`src/rtl/pce_pkg.sv`:
```
package pce_pkg;
  localparam int CODE_N  = 4;
  localparam int SR_LEN  = 6;
  localparam int PAT_W   = 32;
  localparam int SUB_IN  = PAT_W / CODE_N;
  localparam int BLK_IN  = SUB_IN * 4;
  localparam int TAIL_N  = SR_LEN;
  localparam logic [CODE_N-1:0][SR_LEN:0] GEN_POLY = {7'o133, 7'o145, 7'o171, 7'o133};
  localparam logic [CODE_N-1:0] TAIL_KEEP = 4'b0011;
  localparam logic [CODE_N-1:0] PAD_KEEP  = 4'b0001;

  typedef enum logic [1:0] {
    PH_IDLE = 2'd0,
    PH_DATA = 2'd1,
    PH_TAIL = 2'd2,
    PH_PAD  = 2'd3
  } phase_e;
endpackage

```
`src/rtl/pce_mother_enc.sv`:
```
module pce_mother_enc
  import pce_pkg::*;
(
  input  logic              clk,
  input  logic              rst_n,
  input  logic              clear_i,
  input  logic              step_i,
  input  logic              in_bit_i,
  output logic [CODE_N-1:0] code_o,
  output logic [SR_LEN-1:0] state_o
);
  logic [SR_LEN-1:0] sr_q;
  logic [SR_LEN-1:0] sr_d;
  logic [SR_LEN:0]   win;

  always_comb begin
    win = {in_bit_i, sr_q};
    for (int k = 0; k < CODE_N; k++) begin
      code_o[k] = ^(win & GEN_POLY[k]);
    end
  end

  always_comb begin
    sr_d = sr_q;
    if (clear_i) begin
      sr_d = '0;
    end else if (step_i) begin
      sr_d = win[SR_LEN:1];
    end
  end

  always_ff @(posedge clk or negedge rst_n) begin
    if (!rst_n) begin
      sr_q <= '0;
    end else begin
      sr_q <= sr_d;
    end
  end

  assign state_o = sr_q;
endmodule

```
`src/rtl/pce_sched.sv`:
```
module pce_sched
  import pce_pkg::*;
#(
  parameter int NGRP = 4,
  parameter int CNTW = 8,
  parameter int PADW = 4
) (
  input  logic                        clk,
  input  logic                        rst_n,
  input  logic                        start_i,
  input  logic                        bit_i,
  input  logic                        bit_vld_i,
  input  logic [NGRP-1:0][CNTW-1:0]   grp_blocks_i,
  input  logic [NGRP-1:0][PAT_W-1:0]  grp_pat_i,
  input  logic [PADW-1:0]             pad_bits_i,
  output phase_e                      phase_o,
  output logic                        clear_o,
  output logic                        step_o,
  output logic                        enc_bit_o,
  output logic [CODE_N-1:0]           keep_o,
  output logic                        pad_o
);
  localparam int GW    = $clog2(NGRP);
  localparam int POSW  = $clog2(BLK_IN);
  localparam int SUBW  = $clog2(SUB_IN);
  localparam int TW    = $clog2(TAIL_N + 1);
  localparam logic [POSW-1:0] POS_LAST  = POSW'(BLK_IN - 1);
  localparam logic [TW-1:0]   TAIL_LAST = TW'(TAIL_N - 1);

  phase_e                     ph_q, ph_d;
  logic [GW-1:0]              grp_q, grp_d;
  logic [CNTW-1:0]            blk_q, blk_d;
  logic [POSW-1:0]            pos_q, pos_d;
  logic [TW-1:0]              tail_q, tail_d;
  logic [PADW-1:0]            padl_q, padl_d;
  logic [NGRP-1:0][CNTW-1:0]  cnt_q, cnt_d;
  logic [NGRP-1:0][PAT_W-1:0] pat_q, pat_d;

  logic [GW:0]               base;
  logic [NGRP-1:0][CNTW-1:0] cnt_src;
  logic                      nz_found;
  logic [GW-1:0]             nz_idx;
  logic [PAT_W-1:0]          cur_pat;
  logic [CODE_N-1:0]         keep_data;

  // search for the next group with a nonzero count at or above base
  always_comb begin
    base     = (ph_q == PH_IDLE) ? '0 : ({1'b0, grp_q} + 1'b1);
    cnt_src  = (ph_q == PH_IDLE) ? grp_blocks_i : cnt_q;
    nz_found = 1'b0;
    nz_idx   = '0;
    for (int j = NGRP - 1; j >= 0; j--) begin
      if ((j >= int'(base)) && (cnt_src[j] != '0)) begin
        nz_found = 1'b1;
        nz_idx   = GW'(j);
      end
    end
  end

  always_comb begin
    cur_pat = pat_q[grp_q];
    for (int k = 0; k < CODE_N; k++) begin
      keep_data[k] = cur_pat[PAT_W - 1 - (CODE_N * int'(pos_q[SUBW-1:0]) + k)];
    end
  end

  always_comb begin
    ph_d      = ph_q;
    grp_d     = grp_q;
    blk_d     = blk_q;
    pos_d     = pos_q;
    tail_d    = tail_q;
    padl_d    = padl_q;
    cnt_d     = cnt_q;
    pat_d     = pat_q;
    clear_o   = 1'b0;
    step_o    = 1'b0;
    enc_bit_o = 1'b0;
    keep_o    = '0;
    pad_o     = 1'b0;
    unique case (ph_q)
      PH_IDLE: begin
        if (start_i) begin
          cnt_d   = grp_blocks_i;
          pat_d   = grp_pat_i;
          padl_d  = pad_bits_i;
          pos_d   = '0;
          tail_d  = '0;
          clear_o = 1'b1;
          if (nz_found) begin
            ph_d  = PH_DATA;
            grp_d = nz_idx;
            blk_d = grp_blocks_i[nz_idx];
          end else begin
            ph_d = PH_TAIL;
          end
        end
      end
      PH_DATA: begin
        if (bit_vld_i) begin
          step_o    = 1'b1;
          enc_bit_o = bit_i;
          keep_o    = keep_data;
          pos_d     = pos_q + 1'b1;
          if (pos_q == POS_LAST) begin
            if (blk_q == CNTW'(1)) begin
              if (nz_found) begin
                grp_d = nz_idx;
                blk_d = cnt_q[nz_idx];
              end else begin
                ph_d = PH_TAIL;
              end
            end else begin
              blk_d = blk_q - 1'b1;
            end
          end
        end
      end
      PH_TAIL: begin
        step_o = 1'b1;
        keep_o = TAIL_KEEP;
        tail_d = tail_q + 1'b1;
        if (tail_q == TAIL_LAST) begin
          ph_d = (padl_q == '0) ? PH_IDLE : PH_PAD;
        end
      end
      PH_PAD: begin
        pad_o  = 1'b1;
        keep_o = PAD_KEEP;
        padl_d = padl_q - 1'b1;
        if (padl_q == PADW'(1)) begin
          ph_d = PH_IDLE;
        end
      end
      default: ph_d = PH_IDLE;
    endcase
  end

  always_ff @(posedge clk or negedge rst_n) begin
    if (!rst_n) begin
      ph_q   <= PH_IDLE;
      grp_q  <= '0;
      blk_q  <= '0;
      pos_q  <= '0;
      tail_q <= '0;
      padl_q <= '0;
      cnt_q  <= '0;
      pat_q  <= '0;
    end else begin
      ph_q   <= ph_d;
      grp_q  <= grp_d;
      blk_q  <= blk_d;
      pos_q  <= pos_d;
      tail_q <= tail_d;
      padl_q <= padl_d;
      cnt_q  <= cnt_d;
      pat_q  <= pat_d;
    end
  end

  assign phase_o = ph_q;
endmodule

```
`src/rtl/pce_packer.sv`:
```
module pce_packer
  import pce_pkg::*;
#(
  parameter int STK = 16
) (
  input  logic                    clk,
  input  logic                    rst_n,
  input  logic [CODE_N-1:0]       bits_i,
  input  logic [CODE_N-1:0]       keep_i,
  output logic [7:0]              byte_o,
  output logic                    byte_vld_o,
  output logic [$clog2(STK+1)-1:0] fill_o
);
  localparam int FW = $clog2(STK + 1);

  logic [STK-1:0] stk_q, stk_n;
  logic [FW-1:0]  fill_q, fill_n;
  logic [7:0]     byte_q;
  logic           vld_q;
  logic           emit;

  always_comb begin
    emit   = (fill_q >= FW'(8));
    stk_n  = stk_q;
    fill_n = fill_q;
    if (emit) begin
      stk_n  = stk_q << 8;
      fill_n = fill_q - FW'(8);
    end
    for (int k = 0; k < CODE_N; k++) begin
      if (keep_i[k]) begin
        stk_n[STK - 1 - int'(fill_n)] = bits_i[k];
        fill_n = fill_n + 1'b1;
      end
    end
  end

  always_ff @(posedge clk or negedge rst_n) begin
    if (!rst_n) begin
      stk_q  <= '0;
      fill_q <= '0;
      vld_q  <= 1'b0;
    end else begin
      stk_q  <= stk_n;
      fill_q <= fill_n;
      vld_q  <= emit;
    end
  end

  always_ff @(posedge clk or negedge rst_n) begin
    if (!rst_n) begin
      byte_q <= '0;
    end else if (emit) begin
      byte_q <= stk_q[STK-1 -: 8];
    end
  end

  assign byte_o     = byte_q;
  assign byte_vld_o = vld_q;
  assign fill_o     = fill_q;
endmodule

```
`src/rtl/punct_conv_enc.sv`:
```
module punct_conv_enc
  import pce_pkg::*;
#(
  parameter int NGRP = 4,
  parameter int CNTW = 8,
  parameter int PADW = 4
) (
  input  logic                       clk,
  input  logic                       rst_n,
  input  logic                       start_i,
  input  logic                       bit_i,
  input  logic                       bit_vld_i,
  input  logic [NGRP-1:0][CNTW-1:0]  grp_blocks_i,
  input  logic [NGRP-1:0][PAT_W-1:0] grp_pat_i,
  input  logic [PADW-1:0]            pad_bits_i,
  output logic [7:0]                 byte_o,
  output logic                       byte_vld_o
);
  localparam int STK = 16;
  localparam int FW  = $clog2(STK + 1);

  logic [1:0]        rsync_q;
  logic              rst_int_n;
  phase_e            phase;
  logic              clear;
  logic              step;
  logic              enc_bit;
  logic [CODE_N-1:0] keep;
  logic              pad;
  logic [CODE_N-1:0] code;
  logic [SR_LEN-1:0] enc_state;
  logic [CODE_N-1:0] pk_bits;
  logic [FW-1:0]     fill;

  always_ff @(posedge clk or negedge rst_n) begin
    if (!rst_n) begin
      rsync_q <= '0;
    end else begin
      rsync_q <= {rsync_q[0], 1'b1};
    end
  end
  assign rst_int_n = rsync_q[1];

  pce_sched #(.NGRP(NGRP), .CNTW(CNTW), .PADW(PADW)) u_sched (
    .clk          (clk),
    .rst_n        (rst_int_n),
    .start_i      (start_i),
    .bit_i        (bit_i),
    .bit_vld_i    (bit_vld_i),
    .grp_blocks_i (grp_blocks_i),
    .grp_pat_i    (grp_pat_i),
    .pad_bits_i   (pad_bits_i),
    .phase_o      (phase),
    .clear_o      (clear),
    .step_o       (step),
    .enc_bit_o    (enc_bit),
    .keep_o       (keep),
    .pad_o        (pad)
  );

  pce_mother_enc u_enc (
    .clk      (clk),
    .rst_n    (rst_int_n),
    .clear_i  (clear),
    .step_i   (step),
    .in_bit_i (enc_bit),
    .code_o   (code),
    .state_o  (enc_state)
  );

  assign pk_bits = pad ? '0 : code;

  pce_packer #(.STK(STK)) u_pack (
    .clk        (clk),
    .rst_n      (rst_int_n),
    .bits_i     (pk_bits),
    .keep_i     (keep),
    .byte_o     (byte_o),
    .byte_vld_o (byte_vld_o),
    .fill_o     (fill)
  );
endmodule

```
`config.mk`:
```
export PLATFORM = sky130hd
export DESIGN_NAME = punct_conv_enc
export DESIGN_NICKNAME = d
export VERILOG_FILES = /design/src/rtl/pce_pkg.sv /design/src/rtl/pce_mother_enc.sv /design/src/rtl/pce_sched.sv /design/src/rtl/pce_packer.sv /design/src/rtl/punct_conv_enc.sv
export SDC_FILE = /design/constraint.sdc
export NUM_CORES = 1
export LEC_CHECK = 0
export ABC_AREA = 0
export BUFFER_PORTS_ARGS = -buffer_cell sky130_fd_sc_hd__buf_4
export CAP_MARGIN = 20
export CELL_PAD_IN_SITES_DETAIL_PLACEMENT = 1
export CELL_PAD_IN_SITES_GLOBAL_PLACEMENT = 2
export CORE_MARGIN = 2
export CORE_UTILIZATION = 42
export DETAILED_ROUTE_END_ITERATION = 12
export PLACE_DENSITY_LB_ADDON = 0.15
export SLEW_MARGIN = 20
export SYNTH_ARGS = -nofsm -noshare
export SYNTH_HDL_FRONTEND = slang
export SYNTH_HIERARCHICAL = 1
export SYNTH_SLANG_ARGS = --single-unit
```
`constraint.sdc`:
```
create_clock -name clk -period 17.35 [get_ports clk]
set_input_delay 0 -clock clk [delete_from_list [all_inputs] [get_ports clk]]
set_output_delay 0 -clock clk [all_outputs]
set_load 0.03 [all_outputs]
```
# Word-level counts from Yosys, hierarchy flattened
# Cells that the tools add are included.
[classes]
addsub = 21
order_cmp = 19
eq_ne = 16
n_mux = 92
reduce_logical = 28
[op_table]
columns = ["cell", "count"]
rows = [
  ["32-bit by 1-bit >= comparator with 1-bit output, second input constant", 4],
  ["32-bit by 6-bit < comparator with 1-bit output, second input constant", 4],
  ["32-bit by 7-bit < comparator with 1-bit output, second input constant", 4],
  ["6-bit by 32-bit subtractor with 32-bit output, first input constant", 3],
  ["16-bit two-way mux", 5],
  ["32-bit binary-select mux with 2-bit select", 1],
  ["16-bit bitwise mux", 4],
  ["32-bit two-way mux", 2],
  ["8-bit two-way mux", 8],
  ["2-bit two-way mux", 18],
  ["5-bit two-way mux", 7],
  ["8-bit binary-select mux with 2-bit select", 2],
  ["8-bit nonzero test", 4],
  ["5-bit by 1-bit adder with 5-bit output, second input constant", 5],
  ["4-bit by 5-bit subtractor with 6-bit output, first input constant", 4],
  ["1-bit two-way mux", 22],
  ["7-bit XOR reduction", 3],
  ["1-bit binary-select mux with 5-bit select", 4],
  ["1-bit demux with 4-bit select", 4],
  ["8-bit case mux with 2 select lines", 1],
  ["5-bit by 2-bit adder with 6-bit output, second input constant", 2],
  ["4-bit two-way mux", 3],
  ["6-bit two-way mux", 2],
  ["4-bit case mux with 3 select lines", 1],
  ["other kinds (36)", 59],
]
[totals]
register_bits = 222
input_bits = 169
out_inout_bits = 9
word_cells = 196

# Depth between registers and ports, before layout
# Gate-level depths: netlist of run 1.
[depth]
word_depth = 19
ltp_mapped = 21
depth_no_buf = 18

# By module
# The synthesis of run 1 kept the hierarchy.
[by_module_without_submodules]
columns = ["mod", "instances", "cells_per_inst", "area_per_inst_um2", "seq_area_each_um2"]
rows = [
  ["pce_sched", 1, 735, 9539.1, 4604.4],
  ["pce_packer", 1, 384, 3311.9, 750.7],
  ["pce_mother_enc", 1, 26, 325.3, 150.1],
  ["punct_conv_enc", 1, 7, 78.8, 50.0],
]

# Least setup slack after synthesis of run 1
# Ideal clock, no wire load.
[synth_path]
path_kind = "register to register"
startpoint = "register u_sched.grp_q[0]"
endpoint = "register u_pack.stk_q[7]"
setup_time_ns = 0.127
t_arrival_ns = 4.583
required_ns = 17.223
slack_ns = 12.640
stages_incl_launch_ff = 20
n_path_buf = 3
synth_period_minus_slack_ns = 4.710
cell_sequence = "dfrtp_1 buf_2 buf_1 mux4_2 mux4_2 mux2i_1 o22ai_1 clkbuf_1 nor2b_1 xor2_1 a21oi_1 inv_1 ha_1 mux2i_1 inv_1 ha_1 nand2_1 nor2_1 nand3b_1 mux2_1"
[synth_via]
word_cells_on_any_way = 46
classes_between = "5 x add/sub; 6 x order compare; 32 x mux; 3 x reduce/logical"
[synth_lines]
columns = ["item", "line_no", "rtl"]
rows = [
  ["start, declared", "pce_sched.sv:31", "logic [GW-1:0] grp_q, grp_d;"],
  ["start signal, assigned", "pce_sched.sv:151", "grp_q <= grp_d;"],
  ["32-bit binary-select mux with 2-bit select (*)", "pce_sched.sv:61", "cur_pat = pat_q[grp_q];"],
  ["32-bit two-way mux (not written as such) (*)", "pce_sched.sv:61", ""],
  ["1-bit binary-select mux with 5-bit select (*)", "pce_sched.sv:63", "keep_data[k] = cur_pat[PAT_W - 1 - (CODE_N * int'(pos_q[SUBW-1:0]) + k)];"],
  ["1-bit two-way mux (not written as such) (*) (2 in a row)", "pce_sched.sv:63", ""],
  ["4-bit two-way mux (*)", "pce_sched.sv:100", "if (bit_vld_i) begin"],
  ["4-bit case mux with 3 select lines (*)", "pce_sched.sv:81", "unique case (ph_q)"],
  ["named net keep[1]", "punct_conv_enc.sv:28", "logic [CODE_N-1:0] keep;"],
  ["5-bit two-way mux", "pce_packer.sv:31", "if (keep_i[k]) begin"],
  ["[... 2 more ...]", "--", ""],
  ["4-bit by 5-bit subtractor with 6-bit output / 1-bit logical AND (equally long branches)", "pce_packer.sv:32", "stk_n[STK - 1 - int'(fill_n)] = bits_i[k];"],
  ["32-bit by 1-bit >= comparator with 1-bit output (not written as such) (tied with other cells)", "pce_packer.sv:32", ""],
  ["1-bit logical AND (not written as such) / 1-bit demux with 4-bit select (equally long branches)", "--", ""],
  ["1-bit two-way mux (not written as such) / 16-bit bitwise mux (equally long branches)", "pce_packer.sv:32", ""],
  ["1-bit demux with 4-bit select / 16-bit two-way mux (equally long branches)", "--", ""],
  ["16-bit bitwise mux", "pce_packer.sv:32", ""],
  ["16-bit two-way mux (*)", "pce_packer.sv:31", ""],
  ["named net u_pack.stk_n[7]", "pce_packer.sv:16", "logic [STK-1:0] stk_q, stk_n;"],
  ["end signal, assigned", "pce_packer.sv:44", "stk_q <= stk_n;"],
  ["end, declared", "pce_packer.sv:16", ""],
]
# Mark *: on every way through the listed nets, which the timed path passes. The rest lies on a longest branch. The select of a mux whose other input is x is not followed.
# A chain may end at the register's enable or synchronous reset.

# Worst setup path in the final report of run 1
[layout_path]
startpoint = "register u_sched.grp_q[0]"
endpoint = "register u_pack.stk_q[11]"
[layout_via]
elab_chain_len = 19
word_cells_on_any_way = 46
classes_between = "5 x add/sub; 6 x order compare; 32 x mux; 3 x reduce/logical"
[layout_lines]
columns = ["item", "line_no"]
rows = [
  ["32-bit binary-select mux with 2-bit select (*)", "pce_sched.sv:61"],
  ["32-bit two-way mux (not written as such) (*)", "pce_sched.sv:61"],
  ["1-bit binary-select mux with 5-bit select (*)", "pce_sched.sv:63"],
  ["1-bit two-way mux (not written as such) (*) (2 in a row)", "pce_sched.sv:63"],
  ["4-bit two-way mux (*)", "pce_sched.sv:100"],
  ["4-bit case mux with 3 select lines (*)", "pce_sched.sv:81"],
  ["named net keep[0]", "punct_conv_enc.sv:28"],
  ["5-bit two-way mux", "pce_packer.sv:31"],
  ["[... 4 more ...]", "--"],
  ["4-bit by 5-bit subtractor with 6-bit output (tied with other cells)", "pce_packer.sv:32"],
  ["32-bit by 1-bit >= comparator with 1-bit output (not written as such) (tied with other cells)", "pce_packer.sv:32"],
  ["1-bit logical AND (not written as such) (tied with other cells)", "pce_packer.sv:32"],
  ["1-bit two-way mux (not written as such) / 16-bit bitwise mux (equally long branches)", "pce_packer.sv:32"],
  ["1-bit demux with 4-bit select / 16-bit two-way mux (equally long branches)", "--"],
  ["16-bit bitwise mux", "pce_packer.sv:32"],
  ["16-bit two-way mux (*)", "pce_packer.sv:31"],
  ["named net u_pack.stk_n[11]", "pce_packer.sv:16"],
]
# Marks and branches as above.

==> results of run 1 <==
## flip-flops by register name, indices dropped and copies added (netlist names)
| signal | cells |
|---|---|
| rsync_q | 2 |
| u_enc/state_o | 6 |
| u_pack/byte_o | 8 |
| u_pack/byte_vld_o | 1 |
| u_pack/fill_o | 5 |
| u_pack/stk_q | 16 |
| u_sched/blk_q | 8 |
| u_sched/cnt_q | 32 |
| u_sched/grp_q | 2 |
| u_sched/padl_q | 4 |
| u_sched/pat_q | 128 |
| u_sched/phase_o | 2 |
| u_sched/pos_q | 5 |
| u_sched/tail_q | 3 |
## layout make-up
type / instances / area, um2
fill: 3201 / 13790
inverter: 34 / 135.1
antenna: 1 / 2.502
timing repair buffer: 363 / 3193
clock buffer: 38 / 745.7
sequential: 222 / 5560
multi-input combinational: 830 / 7263
clock inverter: 9 / 122.6
tap: 402 / 503.0
## power by group
| part | switching, mW | total, mW | internal (mW) |
|---|---|---|---|
| Clock | 0.234 | 0.562 | 0.329 |
| Combinational | 1.07 | 1.92 | 0.846 |
| Sequential | 0.219 | 0.977 | 0.758 |
| Total | 1.52 | 3.46 | 1.93 |
## worst reg2reg max path, stage by stage, from the launching register on
cell,delay [ns]
sky130_fd_sc_hd__dfrtp_2,0.34
sky130_fd_sc_hd__buf_4,0.59
sky130_fd_sc_hd__mux4_2,0.63
sky130_fd_sc_hd__mux4_2,0.47
sky130_fd_sc_hd__mux2i_1,0.16
sky130_fd_sc_hd__nor2_1,0.06
sky130_fd_sc_hd__nor3_1,0.18
sky130_fd_sc_hd__nor2_2,0.04
sky130_fd_sc_hd__buf_4,0.24
sky130_fd_sc_hd__nand4_4,0.16
sky130_fd_sc_hd__xnor2_4,0.13
sky130_fd_sc_hd__xnor2_4,0.38
sky130_fd_sc_hd__nand2_1,0.18
sky130_fd_sc_hd__a21oi_1,0.17
sky130_fd_sc_hd__ha_1,0.25
sky130_fd_sc_hd__nand2_1,0.06
sky130_fd_sc_hd__o21ai_0,0.19
sky130_fd_sc_hd__and2_1,0.31
sky130_fd_sc_hd__o211a_4,0.33
sky130_fd_sc_hd__nand3_1,0.10
sky130_fd_sc_hd__mux2_1,0.34
## per-stage QoR
| stage | power [mW] | cell area (um2) |
|---|---|---|
| 4_1_cts | 3.394 | 17500 |
| 3_3_place_gp | 2.732 | 14890 |
| 3_5_place_dp | 2.779 | 14890 |
| 5_1_grt | 3.682 | 17530 |
| 6_report | 3.458 | 17530 |
| 2_1_floorplan | 2.300 | 13260 |
## worst min-delay path by stage
stage,startpoint,to,cells past startpoint
2_1_floorplan,rst_n,rsync_q[0],0
3_3_place_gp,rst_n,rsync_q[0],1
3_5_place_dp,rst_n,rsync_q[0],1
4_1_cts,grp_pat_i[64],u_sched/pat_q[64],3
5_1_grt,grp_pat_i[53],u_sched/pat_q[53],3
6_report,grp_pat_i[5],u_sched/pat_q[5],3
## logic make-up (layout without fill, tap and decap cells)
group	count (synthesis)	after routing	share of synthesized area
AND/OR/NAND/NOR	310	310	0.1263
buffers and inverters	100	444	0.03313
flip-flops	222	222	0.4191
other	1	2	0.0002829
XOR/XNOR	30	30	0.02870
adder cells (fa/ha/maj)	32	32	0.03002
multiplexers	278	278	0.2670
AO/OA/AOI/OAI	179	179	0.09543
## placed cells by master, fill, tap and decap left out, types with 9 or more instances in the layout
| master | n |
|---|---|
| sky130_fd_sc_hd__a21oi_1 | 37 |
| sky130_fd_sc_hd__buf_4 | 187 |
| sky130_fd_sc_hd__clkbuf_16 | 26 |
| sky130_fd_sc_hd__dfrtp_1 | 220 |
| sky130_fd_sc_hd__dlygate4sd3_1 | 174 |
| sky130_fd_sc_hd__ha_1 | 31 |
| sky130_fd_sc_hd__inv_1 | 29 |
| sky130_fd_sc_hd__mux2_2 | 168 |
| sky130_fd_sc_hd__mux2i_1 | 62 |
| sky130_fd_sc_hd__mux4_2 | 42 |
| sky130_fd_sc_hd__nand2_1 | 83 |
| sky130_fd_sc_hd__nand2b_1 | 10 |
| sky130_fd_sc_hd__nand3_1 | 51 |
| sky130_fd_sc_hd__nand3b_1 | 11 |
| sky130_fd_sc_hd__nand4_1 | 12 |
| sky130_fd_sc_hd__nor2_1 | 53 |
| sky130_fd_sc_hd__nor2b_1 | 9 |
| sky130_fd_sc_hd__nor3_1 | 14 |
| sky130_fd_sc_hd__nor4_1 | 12 |
| sky130_fd_sc_hd__o21ai_0 | 40 |
| sky130_fd_sc_hd__xnor2_1 | 11 |
## routing by layer
layer	GRT usage	wire length, um
met1	0.3657	19160
met2	0.4756	22160
met3	0.05014	2297
met4	0.09593	1687
met5	0	39
## timing repair
item / 4_1_cts / 5_1_grt
gates resized for setup: 0 / 0
setup endpoints to repair: 0 / 0
hold buffers: 174 / 0
hold endpoints to repair: 180 / 0
==> summary.md, run 1 <==
| Metric | Value |
|---|---|
| Status | `finished clean` |
| Post-Place Setup Slack | `11.97 ns` |
| Worst path top cell family by delay | `multiplexers` |
| Cell Chain, Critical Path | `buf_4 -> mux4_2 -> mux4_2 -> mux2i_1 -> nor2_1 -> nor3_1 -> nor2_2 -> buf_4 -> nand4_4 -> xnor2_4 -> xnor2_4 -> nand2_1 -> a21oi_1 -> ha_1 -> nand2_1 -> o21ai_0 -> and2_1 -> o211a_4 -> nand3_1 -> mux2_1` |
| Via density per instance | `5.709` |
| Max-slew violations | `0` |
| Maximum number of pins on one net before global-route repair | `164` |
| Synth unique cells | `100` |
| Die span in x | `181.7 um` |
| Most used standard cells in the synthesized netlist | `222 x sky130_fd_sc_hd__dfrtp_1, 168 x sky130_fd_sc_hd__mux2_2, 83 x sky130_fd_sc_hd__nand2_1` |
| Worst r2r src | `u_sched/grp_q[0]` |
| IO Count | `178` |
| VDD IR max | `100.1 uV` |
| CP Data Required Time | `17.78 ns` |
| Number of design rule violations left after detail routing | `0` |
| Worst path buffer plus inverter count | `2` |
| Count of mapped cells out of synthesis | `1,152` |
| Worst-case register-to-register setup slack | `11.93 ns` |
| Total via count after detailed routing | `10.84k` |
| Most repeated cell in the gate-level netlist after synthesis | `sky130_fd_sc_hd__dfrtp_1` |
| CTS tree | `built` |
| Number of cells in the design after placement | `1,676` |
| CTS sink count | `222` |
| Worst slew pin tran | `0.9724 ns` |
| Root buffer cell | `sky130_fd_sc_hd__clkbuf_16` |
| Setup TNS | `0 ns` |
| Avg WL per Cell | `23.87 um` |
| Residual antenna-violating net count after detailed routing | `0` |
| PortBufs | `177` |
| Initial antenna violation count | `4` |
| Achievable frequency | `0.1845 GHz` |
| Unrepaired setup endpoints after global routing | `false` |
| Worst path max stage delay | `0.61 ns` |
| Hold WC Path Type | `in -> reg` |
| Data arrival time of the critical path | `5.85 ns` |
| Fraction of registers with async set/reset | `1.000` |
| End of the worst register-to-register path | `u_pack/stk_q[11]` |
| Type of destination of the critical path | `flip-flop` |
| Number of hold violations in the final report | `0` |
| Predominant post-synthesis flop cell | `sky130_fd_sc_hd__dfrtp_1` |
| Worst-path clk slew | `0.06 ns` |
| Clock buffer depth | `3` |
| Total number of nets in the final design | `1,677` |
| Master of the slowest instance on the critical path | `sky130_fd_sc_hd__mux4_2` |
| Starting utilization of the core area | `0.4233` |
| Startpoint type of the worst setup path | `flip-flop` |
| Die extent in y | `181.7 um` |
| Routability Congestion | `0.8768` |
| Worst setup margin | `11.93 ns` |
| Total clock buffers created by CTS | `26` |
| Yosys top cell area share | `0.4191` |
| Static Leakage | `7.545 nW` |
| Nets in the synthesized netlist | `1,352` |
| Number of setup violations in the final report | `0` |
| Fraction of the cycle the final worst path needs | `0.3124` |
| Area added between synthesis and finish | `32.22%` |
| Critical Path Source | `u_sched/grp_q[0]` |
| P per Cell Area | `197.3 mW/mm2` |
| Crit Path Category | `reg -> reg` |
| Detailed Routing Iterations Pass 1 | `5` |
| HPWL reported at the end of detailed placement | `28.19 mm` |
| Cell type with the highest aggregate area in the netlist | `sky130_fd_sc_hd__dfrtp_1` |
| Detailed-route wire length | `45.34 mm` |
| Area of the placeable core | `0.03131 mm2` |
| Yosys synthesis warning count | `6` |
| Number of global-route vias before repair | `11.99k` |
| Largest fanout on the critical path | `37` |
| Average size of a mapped cell | `11.51 um2` |
| Overall Global Routing Usage | `0.2813` |
| Minimum clock period | `5.419 ns` |
| Fraction of layout instances using a drive strength above 1 | `0.3295` |
| Wire length of the first global-routing pass | `71.82 mm` |
| Synth Register Bits | `222` |
| Number of enable flip-flop cells after synthesis | `0` |
| Global route overflow | `0` |
| Area of the die | `0.03300 mm2` |
| Endpoint of the most critical setup path | `u_pack/stk_q[11]` |
| Mapped Area | `0.01326 mm2` |
| R2r worst-path depth | `20` |
| Detailed router's first-iteration violation count | `609` |
| Number of buffers inserted to repair setup after CTS | `0` |
| Portion of the post-synthesis area used by sequential elements | `0.4191` |
| Worst clock skew | `0.01887 ns` |
| CTS H-tree depth | `1` |
| Row cnt | `65` |
| Final core occ | `0.5597` |
| Number of max-cap violations | `0` |
| Non-filler cells in the finished layout | `1,899` |
| Worst-skew pair later-pin latency | `0.57 ns` |
| Cells taking the most area after synthesis | `sky130_fd_sc_hd__dfrtp_1 42%, sky130_fd_sc_hd__mux2_2 14%, sky130_fd_sc_hd__mux4_2 7.1%` |
| Relative slew margins | `0.3504` |
| Smallest hold slack | `0.2088 ns` |
| Number of logic stages on the critical path including buffering | `20` |
Power figures use the tool's default switching activity.
==> inputs of run 2 (changes only) <==
--- a/config.mk
+++ b/config.mk
@@ -5,13 +5,13 @@
 export SDC_FILE = /design/constraint.sdc
 export NUM_CORES = 1
 export LEC_CHECK = 0
-export ABC_AREA = 0
+export ABC_AREA = 1
 export BUFFER_PORTS_ARGS = -buffer_cell sky130_fd_sc_hd__buf_4
 export CAP_MARGIN = 20
 export CELL_PAD_IN_SITES_DETAIL_PLACEMENT = 1
 export CELL_PAD_IN_SITES_GLOBAL_PLACEMENT = 2
 export CORE_MARGIN = 2
-export CORE_UTILIZATION = 42
+export CORE_UTILIZATION = 33
 export DETAILED_ROUTE_END_ITERATION = 12
 export PLACE_DENSITY_LB_ADDON = 0.15
 export SLEW_MARGIN = 20
==> constraint.sdc (replaced) <==
create_clock -name clk -period 5.4 [get_ports clk]
set_input_delay 0 -clock clk [delete_from_list [all_inputs] [get_ports clk]]
set_output_delay 0 -clock clk [all_outputs]
set_load 0.03 [all_outputs]
==> run 2 against run 1 <==
Net effect:
- cell area is 1.5% higher
- critical path depth up 2
- area after synthesis is 0.80% higher
- maximum frequency rose by 21%
- highest routed layer is now met4
- largest power group unchanged
- routed wire length rose by 10%
- register-to-register slack worse by 11 ns
- worst setup slack worse by 11 ns
==> summary.md, run 2 <==
| Metric | Value |
|---|---|
| Achievable frequency | `0.2242 GHz (was 0.1845 GHz)` |
| Relative slew margins | `0.3613 (was 0.3504)` |
| Number of cells in the design after placement | `2,538 (was 1,676)` |
| Final core occ | `0.4466 (was 0.5597)` |
| Worst-path clk slew | `0.06 ns (about the same)` |
| Nets in the synthesized netlist | `2,105 (was 1,352)` |
| Via density per instance | `4.976 (was 5.709)` |
| Wire length of the first global-routing pass | `79.87 mm (was 71.82 mm)` |
| Avg WL per Cell | `18.16 um (was 23.87 um)` |
| Mapped Area | `0.01336 mm2 (was 0.01326 mm2)` |
| Fraction of layout instances using a drive strength above 1 | `0.1397 (was 0.3295)` |
| Fraction of registers with async set/reset | `1.000 (unchanged)` |
| Worst setup margin | `0.9391 ns (was 11.93 ns)` |
| Starting utilization of the core area | `0.3355 (was 0.4233)` |
| Maximum number of pins on one net before global-route repair | `195 (was 164)` |
| Predominant post-synthesis flop cell | `sky130_fd_sc_hd__dfrtp_1 (unchanged)` |
| Worst slew pin tran | `0.9581 ns (was 0.9724 ns)` |
| Data arrival time of the critical path | `4.91 ns (was 5.85 ns)` |
| Setup TNS | `0 ns (unchanged)` |
| VDD IR max | `220.9 uV (was 100.1 uV)` |
| Startpoint type of the worst setup path | `flip-flop (unchanged)` |
| Count of antenna diodes in the layout | `0 (was 1)` |
| Clock buffer depth | `3 (unchanged)` |
| CP Data Required Time | `5.85 ns (was 17.78 ns)` |
| Register name with the most flops | `u_sched/pat_q (unchanged)` |
| Hold WC Path Type | `in -> reg (unchanged)` |
| Initial antenna violation count | `0 (was 4)` |
| Cell type with the highest aggregate area in the netlist | `sky130_fd_sc_hd__dfrtp_1 (unchanged)` |
| Fill cell total of the finished layout | `5,015 (was 3,201)` |
| Total via count after detailed routing | `13.72k (was 10.84k)` |
| Number of enable flip-flop cells after synthesis | `0 (unchanged)` |
| Number of flip-flops under the largest register name | `128 (unchanged)` |
| Worst-skew pair later-pin latency | `0.60 ns (was 0.57 ns)` |
| Detailed-route wire length | `50.08 mm (was 45.34 mm)` |
| Unrepaired setup endpoints after global routing | `false (unchanged)` |
| Die span in x | `205.2 um (was 181.7 um)` |
| Post-CTS Resized | `0 (unchanged)` |
| Synth unique cells | `54 (was 100)` |
| P per Cell Area | `559.5 mW/mm2 (was 197.3 mW/mm2)` |
| Number of global-route vias before repair | `14.56k (was 11.99k)` |
| Row cnt | `73 (was 65)` |
| CTS sink count | `222 (unchanged)` |
| Non-filler cells in the finished layout | `2,758 (was 1,899)` |
| Portion of the post-synthesis area used by sequential elements | `0.4158 (was 0.4191)` |
| Multi-input combinational cell area | `0.006792 mm2 (was 0.007263 mm2)` |
| Sequential cell area | `0.005560 mm2 (unchanged)` |
| Fraction of the cycle the final worst path needs | `0.8261 (was 0.3124)` |
| Overall Global Routing Usage | `0.2410 (was 0.2813)` |
| Total clock buffers created by CTS | `28 (was 26)` |
| Status | `finished clean (unchanged)` |
| Post-Place Setup Slack | `0.8687 ns (was 11.97 ns)` |
| Registers with the most flip-flops | `u_sched/pat_q: 128 flops, u_sched/cnt_q: 32 flops, u_pack/stk_q: 16 flops (unchanged)` |
| Number of setup violations in the final report | `0 (unchanged)` |
| Number of max-cap violations | `0 (unchanged)` |
| Static Leakage | `9.015 nW (was 7.545 nW)` |
| Cells taking the most area after synthesis | `sky130_fd_sc_hd__dfrtp_1 42%, sky130_fd_sc_hd__nand2_1 21%, sky130_fd_sc_hd__nand3_1 7.2% (was sky130_fd_sc_hd__dfrtp_1 42%, sky130_fd_sc_hd__mux2_2 14%, sky130_fd_sc_hd__mux4_2 7.1%)` |
| Area added between synthesis and finish | `33.09% (was 32.22%)` |
| CTS H-tree depth | `1 (unchanged)` |
| Largest fanout on the critical path | `35 (was 37)` |
| Detailed Routing Iterations Pass 1 | `5 (unchanged)` |
| Area of the placeable core | `0.03982 mm2 (was 0.03131 mm2)` |
| Area of the die | `0.04212 mm2 (was 0.03300 mm2)` |
| Number of buffers inserted to repair setup after CTS | `0 (unchanged)` |
| CTS tree | `built (unchanged)` |
| Routability Congestion | `0.8601 (was 0.8768)` |
| Max-slew violations | `0 (unchanged)` |
| PortBufs | `177 (unchanged)` |
| Minimum clock period | `4.461 ns (was 5.419 ns)` |
| Most used standard cells in the synthesized netlist | `747 x sky130_fd_sc_hd__nand2_1, 222 x sky130_fd_sc_hd__dfrtp_1, 193 x sky130_fd_sc_hd__nand3_1 (was 222 x sky130_fd_sc_hd__dfrtp_1, 168 x sky130_fd_sc_hd__mux2_2, 83 x sky130_fd_sc_hd__nand2_1)` |
| Detailed router's first-iteration violation count | `733 (was 609)` |
| Die extent in y | `205.2 um (was 181.7 um)` |
| Root buffer cell | `sky130_fd_sc_hd__clkbuf_16 (unchanged)` |
| Smallest hold slack | `0.1389 ns (was 0.2088 ns)` |
| Most repeated cell in the gate-level netlist after synthesis | `sky130_fd_sc_hd__nand2_1 (was sky130_fd_sc_hd__dfrtp_1)` |
| Number of buffers added to fix hold violations after cts | `170 (was 174)` |
| Final non-filler cell area | `0.01778 mm2 (was 0.01753 mm2)` |
| Yosys synthesis warning count | `6 (unchanged)` |
| Residual antenna-violating net count after detailed routing | `0 (unchanged)` |
| Crit Path Category | `reg -> reg (unchanged)` |
| Type of destination of the critical path | `flip-flop (unchanged)` |
| Final Total Pwr | `9.949 mW (was 3.458 mW)` |
| Count of mapped cells out of synthesis | `1,905 (was 1,152)` |
| Global route overflow | `0 (unchanged)` |
| Synth Register Bits | `222 (unchanged)` |
| IO Count | `178 (unchanged)` |
| Most common library cell in the layout ignoring fill and taps | `sky130_fd_sc_hd__nand2_1 (was sky130_fd_sc_hd__dfrtp_1)` |
| Average size of a mapped cell | `7.014 um2 (was 11.51 um2)` |
| Worst clock skew | `0.05223 ns (was 0.01887 ns)` |
| Number of hold violations in the final report | `0 (unchanged)` |
| Top library cells by usage in the layout, fill and taps aside | `746 x sky130_fd_sc_hd__nand2_1, 220 x sky130_fd_sc_hd__dfrtp_1, 193 x sky130_fd_sc_hd__nand3_1, 189 x sky130_fd_sc_hd__buf_4, 170 x sky130_fd_sc_hd__dlygate4sd3_1 (was 220 x sky130_fd_sc_hd__dfrtp_1, 187 x sky130_fd_sc_hd__buf_4, 174 x sky130_fd_sc_hd__dlygate4sd3_1, 168 x sky130_fd_sc_hd__mux2_2, 83 x sky130_fd_sc_hd__nand2_1)` |
| Number of design rule violations left after detail routing | `0 (unchanged)` |
| Total number of nets in the final design | `2,413 (was 1,677)` |
| HPWL reported at the end of detailed placement | `34.86 mm (was 28.19 mm)` |
| Cell area after placement | `0.01511 mm2 (was 0.01489 mm2)` |
| Yosys top cell area share | `0.4158 (was 0.4191)` |
[run 2: cell count changes after synthesis, sizes merged, moves of 86 or more]
cell | previous run | this run
inv | 33 | 162
mux2 | 173 | 0
nand2 | 86 | 768
nand3 | 51 | 200
nor2 | 57 | 155
o21ai | 46 | 132
[run 2: logic make-up after synthesis]
family / share of synthesized area
and+or+nand+nor: 0.3784
buffers and inverters: 0.07651
DFF: 0.4158
AOI/OAI and AO/OA: 0.08690
adders and majority gates: 0.02903
xor gates and xnor gates: 0.01311
other: 0.0002807
[run 2: final cells by class]
| class | instances | share of cell area |
|---|---|---|
| inverters | 165 | 0.03525 |
| clock buffers | 40 | 0.04418 |
| repair buffers | 362 | 0.1789 |
| flip-flops and latches | 222 | 0.3127 |
| well taps | 525 | 0.03694 |
| multi-input cells | 1434 | 0.3819 |
| clock inverters | 10 | 0.01020 |
[run 2: routing by layer]
metal	GRT usage	up-vias	wire (um)
met5	0	-	0
met4	0.06372	0	1302
met2	0.4184	253	24470
li1	-	6701	-
met3	0.03104	71	1705
met1	0.3159	6698	22600
[run 2: final timing paths]
check	slack (ns)	to	cells past startpoint	startpoint
max	0.94	u_pack/stk_q[12]	22	u_sched/grp_q[0]
min	0.14	u_sched/pat_q[13]	4	grp_pat_i[13]
max reg2reg	0.94	u_pack/stk_q[12]	22	u_sched/grp_q[0]
min reg2reg	0.36	rsync_q[1]	0	rsync_q[0]
max in group asynchronous	3.60	u_pack/byte_o[1]	1	rsync_q[1]
min in group asynchronous	0.26	rsync_q[1]	3	rst_n
[run 2: where the power goes]
group          switching, mW  internal (mW)  total [mW]
registers              0.535           2.37        2.91
logic                   3.50           1.55        5.05
clock network          0.786           1.20        1.99
total                   4.82           5.13        9.95
[run 2: worst max-delay path: stages, from the launching register on]
cell,delay [ns]
sky130_fd_sc_hd__dfrtp_2,0.40
sky130_fd_sc_hd__inv_2,0.43
sky130_fd_sc_hd__buf_4,0.30
sky130_fd_sc_hd__o21ai_0,0.09
sky130_fd_sc_hd__o221ai_1,0.24
sky130_fd_sc_hd__nand3_1,0.20
sky130_fd_sc_hd__nand4_1,0.12
sky130_fd_sc_hd__nand4_1,0.11
sky130_fd_sc_hd__o21ai_1,0.37
sky130_fd_sc_hd__nand3_1,0.24
sky130_fd_sc_hd__nand2_1,0.10
sky130_fd_sc_hd__nand2_1,0.10
sky130_fd_sc_hd__inv_1,0.11
sky130_fd_sc_hd__ha_1,0.24
sky130_fd_sc_hd__nand2_1,0.06
sky130_fd_sc_hd__o21ai_0,0.18
sky130_fd_sc_hd__inv_1,0.19
sky130_fd_sc_hd__ha_1,0.17
sky130_fd_sc_hd__nand2_1,0.10
sky130_fd_sc_hd__inv_1,0.26
sky130_fd_sc_hd__nand4_1,0.13
sky130_fd_sc_hd__nand2_1,0.09
sky130_fd_sc_hd__inv_1,0.04
==> inputs of run 3 (changes only) <==
--- a/config.mk
+++ b/config.mk
@@ -5,13 +5,13 @@
 export SDC_FILE = /design/constraint.sdc
 export NUM_CORES = 1
 export LEC_CHECK = 0
-export ABC_AREA = 1
+export ABC_AREA = 0
 export BUFFER_PORTS_ARGS = -buffer_cell sky130_fd_sc_hd__buf_4
 export CAP_MARGIN = 20
 export CELL_PAD_IN_SITES_DETAIL_PLACEMENT = 1
 export CELL_PAD_IN_SITES_GLOBAL_PLACEMENT = 2
 export CORE_MARGIN = 2
-export CORE_UTILIZATION = 33
+export CORE_UTILIZATION = 35
 export DETAILED_ROUTE_END_ITERATION = 12
 export PLACE_DENSITY_LB_ADDON = 0.15
 export SLEW_MARGIN = 20
==> constraint.sdc (replaced) <==
create_clock -name clk -period 4.03 [get_ports clk]
set_input_delay 0 -clock clk [delete_from_list [all_inputs] [get_ports clk]]
set_output_delay 0 -clock clk [all_outputs]
set_load 0.03 [all_outputs]
==> run 3 against run 2 <==
Net effect:
- the run now ends with setup timing left
- clock-buffer cell count shrank 2
- sequential power grew 40%
- critical path depth shrank 5
- worst setup slack lost 1.0 ns
- clock power grew 32%
- via count shrank 19%
- sequential cell count is the same
- cell count shrank 24%
- combinational power grew 100%
- core utilization grew 5.7 points
- first-iteration DRC count shrank 29%
- non-clock buffer count grew 99
- critical endpoint is now u_pack/stk_q[4]
- largest power group unchanged
==> summary.md, run 3 (synthesis gave the netlist of run 1 again) <==
| Metric | Value |
|---|---|
| Detailed Routing Iterations Pass 1 | `5 (unchanged)` |
| Detailed-route wire length | `45.78 mm (was 50.08 mm)` |
| Via density per instance | `5.255 (was 4.976)` |
| Worst clock skew | `0.02255 ns (was 0.05223 ns)` |
| Fill cell total of the finished layout | `3,929 (was 5,015)` |
| Startpoint type of the worst setup path | `flip-flop (unchanged)` |
| Worst path max stage delay | `0.51 ns (was 0.43 ns)` |
| Global-route layer with the greatest usage | `met2 (unchanged)` |
| Worst setup margin | `-0.06335 ns (was 0.9391 ns)` |
| Largest fanout on the critical path | `6 (was 35)` |
| Fraction of layout instances using a drive strength above 1 | `0.4019 (was 0.1397)` |
| Root buffer cell | `sky130_fd_sc_hd__clkbuf_16 (unchanged)` |
| Status | `finished, violations left (was finished clean)` |
| IO Count | `178 (unchanged)` |
| Global route overflow | `0 (unchanged)` |
| Row cnt | `71 (was 73)` |
| CP Data Required Time | `4.46 ns (was 5.85 ns)` |
| Relative slew margins | `0.3462 (was 0.3613)` |
| Number of setup violations in the final report | `11 (was 0)` |
| Total clock buffers created by CTS | `27 (was 28)` |
| Worst-path clk slew | `0.06 ns (about the same)` |
| Fraction of the cycle the final worst path needs | `1.016 (was 0.8261)` |
| PortBufs | `177 (unchanged)` |
| Data arrival time of the critical path | `4.53 ns (was 4.91 ns)` |
| CTS tree | `built (unchanged)` |
| Total number of nets in the final design | `1,776 (was 2,413)` |
| Cell Chain, Critical Path | `buf_12 -> mux4_2 -> mux4_2 -> mux2i_1 -> nor2_1 -> nor3_2 -> nor2_4 -> buf_6 -> a2111oi_4 -> nor2_4 -> ha_4 -> nand2_4 -> o21ai_4 -> and2_4 -> or3b_4 -> mux2i_1 -> mux2i_1 (was inv_2 -> buf_4 -> o21ai_0 -> o221ai_1 -> nand3_1 -> nand4_1 -> nand4_1 -> o21ai_1 -> nand3_1 -> nand2_1 -> nand2_1 -> inv_1 -> ha_1 -> nand2_1 -> o21ai_0 -> inv_1 -> ha_1 -> nand2_1 -> inv_1 -> nand4_1 -> nand2_1 -> inv_1)` |
| Most common library cell in the layout ignoring fill and taps | `sky130_fd_sc_hd__buf_4 (was sky130_fd_sc_hd__nand2_1)` |
| Hold WC Path Type | `in -> reg (unchanged)` |
| Worst-skew pair later-pin latency | `0.57 ns (was 0.60 ns)` |
| Wire length of the first global-routing pass | `71.53 mm (was 79.87 mm)` |
| Number of max-cap violations | `0 (unchanged)` |
| P per Cell Area | `899.7 mW/mm2 (was 559.5 mW/mm2)` |
| Achievable frequency | `0.2443 GHz (was 0.2242 GHz)` |
| Area of the placeable core | `0.03749 mm2 (was 0.03982 mm2)` |
| Number of hold violations in the final report | `0 (unchanged)` |
| Total via count after detailed routing | `11.08k (was 13.72k)` |
| Unrepaired setup endpoints after global routing | `true (was false)` |
| Worst slew pin tran | `0.9733 ns (was 0.9581 ns)` |
| Overall Global Routing Usage | `0.2351 (was 0.2410)` |
| Die extent in y | `198.6 um (was 205.2 um)` |
| Setup TNS | `-0.3579 ns (was 0 ns)` |
| Area of the die | `0.03944 mm2 (was 0.04212 mm2)` |
| Minimum clock period | `4.093 ns (was 4.461 ns)` |
| Violations in the final reports | `setup timing` |
| Met2 usage in global routing | `0.3933 (was 0.4184)` |
| Static Leakage | `8.152 nW (was 9.015 nW)` |
| Met3 track utilization from global routing | `0.03204 (was 0.03104)` |
| Detailed router's first-iteration violation count | `522 (was 733)` |
| Number of flip-flops under the largest register name | `128 (unchanged)` |
| Multi-input combinational cell area | `0.007561 mm2 (was 0.006792 mm2)` |
| VDD IR max | `425.6 uV (was 220.9 uV)` |
| Number of design rule violations left after detail routing | `0 (unchanged)` |
| CTS sink count | `222 (unchanged)` |
| Master of the slowest instance on the critical path | `sky130_fd_sc_hd__mux4_2 (was sky130_fd_sc_hd__inv_2)` |
| Met1 layer usage reported by global route | `0.3228 (was 0.3159)` |
| Maximum number of pins on one net before global-route repair | `72 (was 195)` |
| Non-filler cells in the finished layout | `2,109 (was 2,758)` |
| Top library cells by usage in the layout, fill and taps aside | `271 x sky130_fd_sc_hd__buf_4, 220 x sky130_fd_sc_hd__dfrtp_1, 174 x sky130_fd_sc_hd__dlygate4sd3_1, 167 x sky130_fd_sc_hd__mux2_2, 80 x sky130_fd_sc_hd__nand2_1 (was 746 x sky130_fd_sc_hd__nand2_1, 220 x sky130_fd_sc_hd__dfrtp_1, 193 x sky130_fd_sc_hd__nand3_1, 189 x sky130_fd_sc_hd__buf_4, 170 x sky130_fd_sc_hd__dlygate4sd3_1)` |
| Registers with the most flip-flops | `u_sched/pat_q: 128 flops, u_sched/cnt_q: 32 flops, u_pack/stk_q: 16 flops (unchanged)` |
| Number of cells in the design after placement | `1,875 (was 2,538)` |
| Clock buffer depth | `3 (unchanged)` |
| Sequential cell area | `0.005560 mm2 (unchanged)` |
| Avg WL per Cell | `21.71 um (was 18.16 um)` |
| Area added between synthesis and finish | `42.50% (was 33.09%)` |
| Routability Congestion | `0.8552 (was 0.8601)` |
| Cell repeated most along the worst path | `sky130_fd_sc_hd__mux2i_1 (was sky130_fd_sc_hd__nand2_1)` |
| Register name with the most flops | `u_sched/pat_q (unchanged)` |
| Starting utilization of the core area | `0.3536 (was 0.3355)` |
| Number of global-route vias before repair | `12.12k (was 14.56k)` |
| HPWL reported at the end of detailed placement | `32.32 mm (was 34.86 mm)` |
| CTS H-tree depth | `1 (unchanged)` |
| Smallest hold slack | `0.2123 ns (was 0.1389 ns)` |
| Type of destination of the critical path | `flip-flop (unchanged)` |
| Die span in x | `198.6 um (was 205.2 um)` |
| Max-slew violations | `0 (unchanged)` |
| Initial antenna violation count | `4 (was 0)` |
| Residual antenna-violating net count after detailed routing | `0 (unchanged)` |
| Crit Path Category | `reg -> reg (unchanged)` |
| Final core occ | `0.5038 (was 0.4466)` |
## run 3: per-stage QoR
stage | total power, mW | setup WS, ns | area (um2)
after floorplan | 10.16 | -0.1105 | 13380
after global placement | 13.29 | -0.1847 | 15840
after detailed placement | 13.45 | -0.2167 | 15840
after CTS | 16.53 | -0.04639 | 18620
after global routing | 18.06 | -0.2340 | 18890
final | 16.99 | -0.06335 | 18890
## run 3: power by group
group | internal, mW | total, mW | leakage, nW | switching [mW]
clock network | 1.60 | 2.63 | 0.468 | 1.03
registers | 3.27 | 4.06 | 2.70 | 0.789
logic | 5.03 | 10.3 | 4.98 | 5.28
## run 3: critical path: cells and delay by family (launching register included)
family	cells	cell delay (ns)
buf+inv	2	0.28
simple gates	7	1.07
mux	5	1.42
compound gates	2	0.47
fa+ha+maj	1	0.29
flops	1	0.42
## run 3: final cells by class
class | instances | share of cell area
antenna | 3 | 0.0003975
clock buffer | 38 | 0.04114
clock inverter | 10 | 0.009142
inverter | 34 | 0.007154
multi-input combinational | 830 | 0.4003
sequential | 222 | 0.2944
tap | 511 | 0.03385
timing repair buffer | 461 | 0.2136
## run 3: final timing paths
kind                       cells after the start              from  slack (ns)                end
setup / recovery                              17  u_sched/grp_q[0]       -0.06    u_pack/stk_q[4]
hold / removal                                 3     grp_pat_i[56]        0.21  u_sched/pat_q[56]
setup reg to reg                              17  u_sched/grp_q[0]       -0.06    u_pack/stk_q[4]
hold reg to reg                                0        rsync_q[0]        0.35         rsync_q[1]
max in group asynchronous                      1        rsync_q[1]        2.73  u_sched/pat_q[86]
min in group asynchronous                      3             rst_n        0.30         rsync_q[0]
## run 3: metal layers
layer | wire length (um) | up-vias | part of all wire
met2 | 22150 | 253 | 0.48
met4 | 1039 | 2 | 0.023
met3 | 1760 | 68 | 0.038
met5 | 13 | - | 0.00028
met1 | 20820 | 5635 | 0.45
li1 | - | 5124 | -
## run 3: what timing repair did
item | CTS | global route
pin swaps | 4 | 6
hold buffers | 174 | 0
cloned | 0 | 1
endpoints found under the hold margin | 180 | 0
setup endpoints to repair | 18 | 19
resized for setup | 16 | 41
setup buffers | 1 | 7
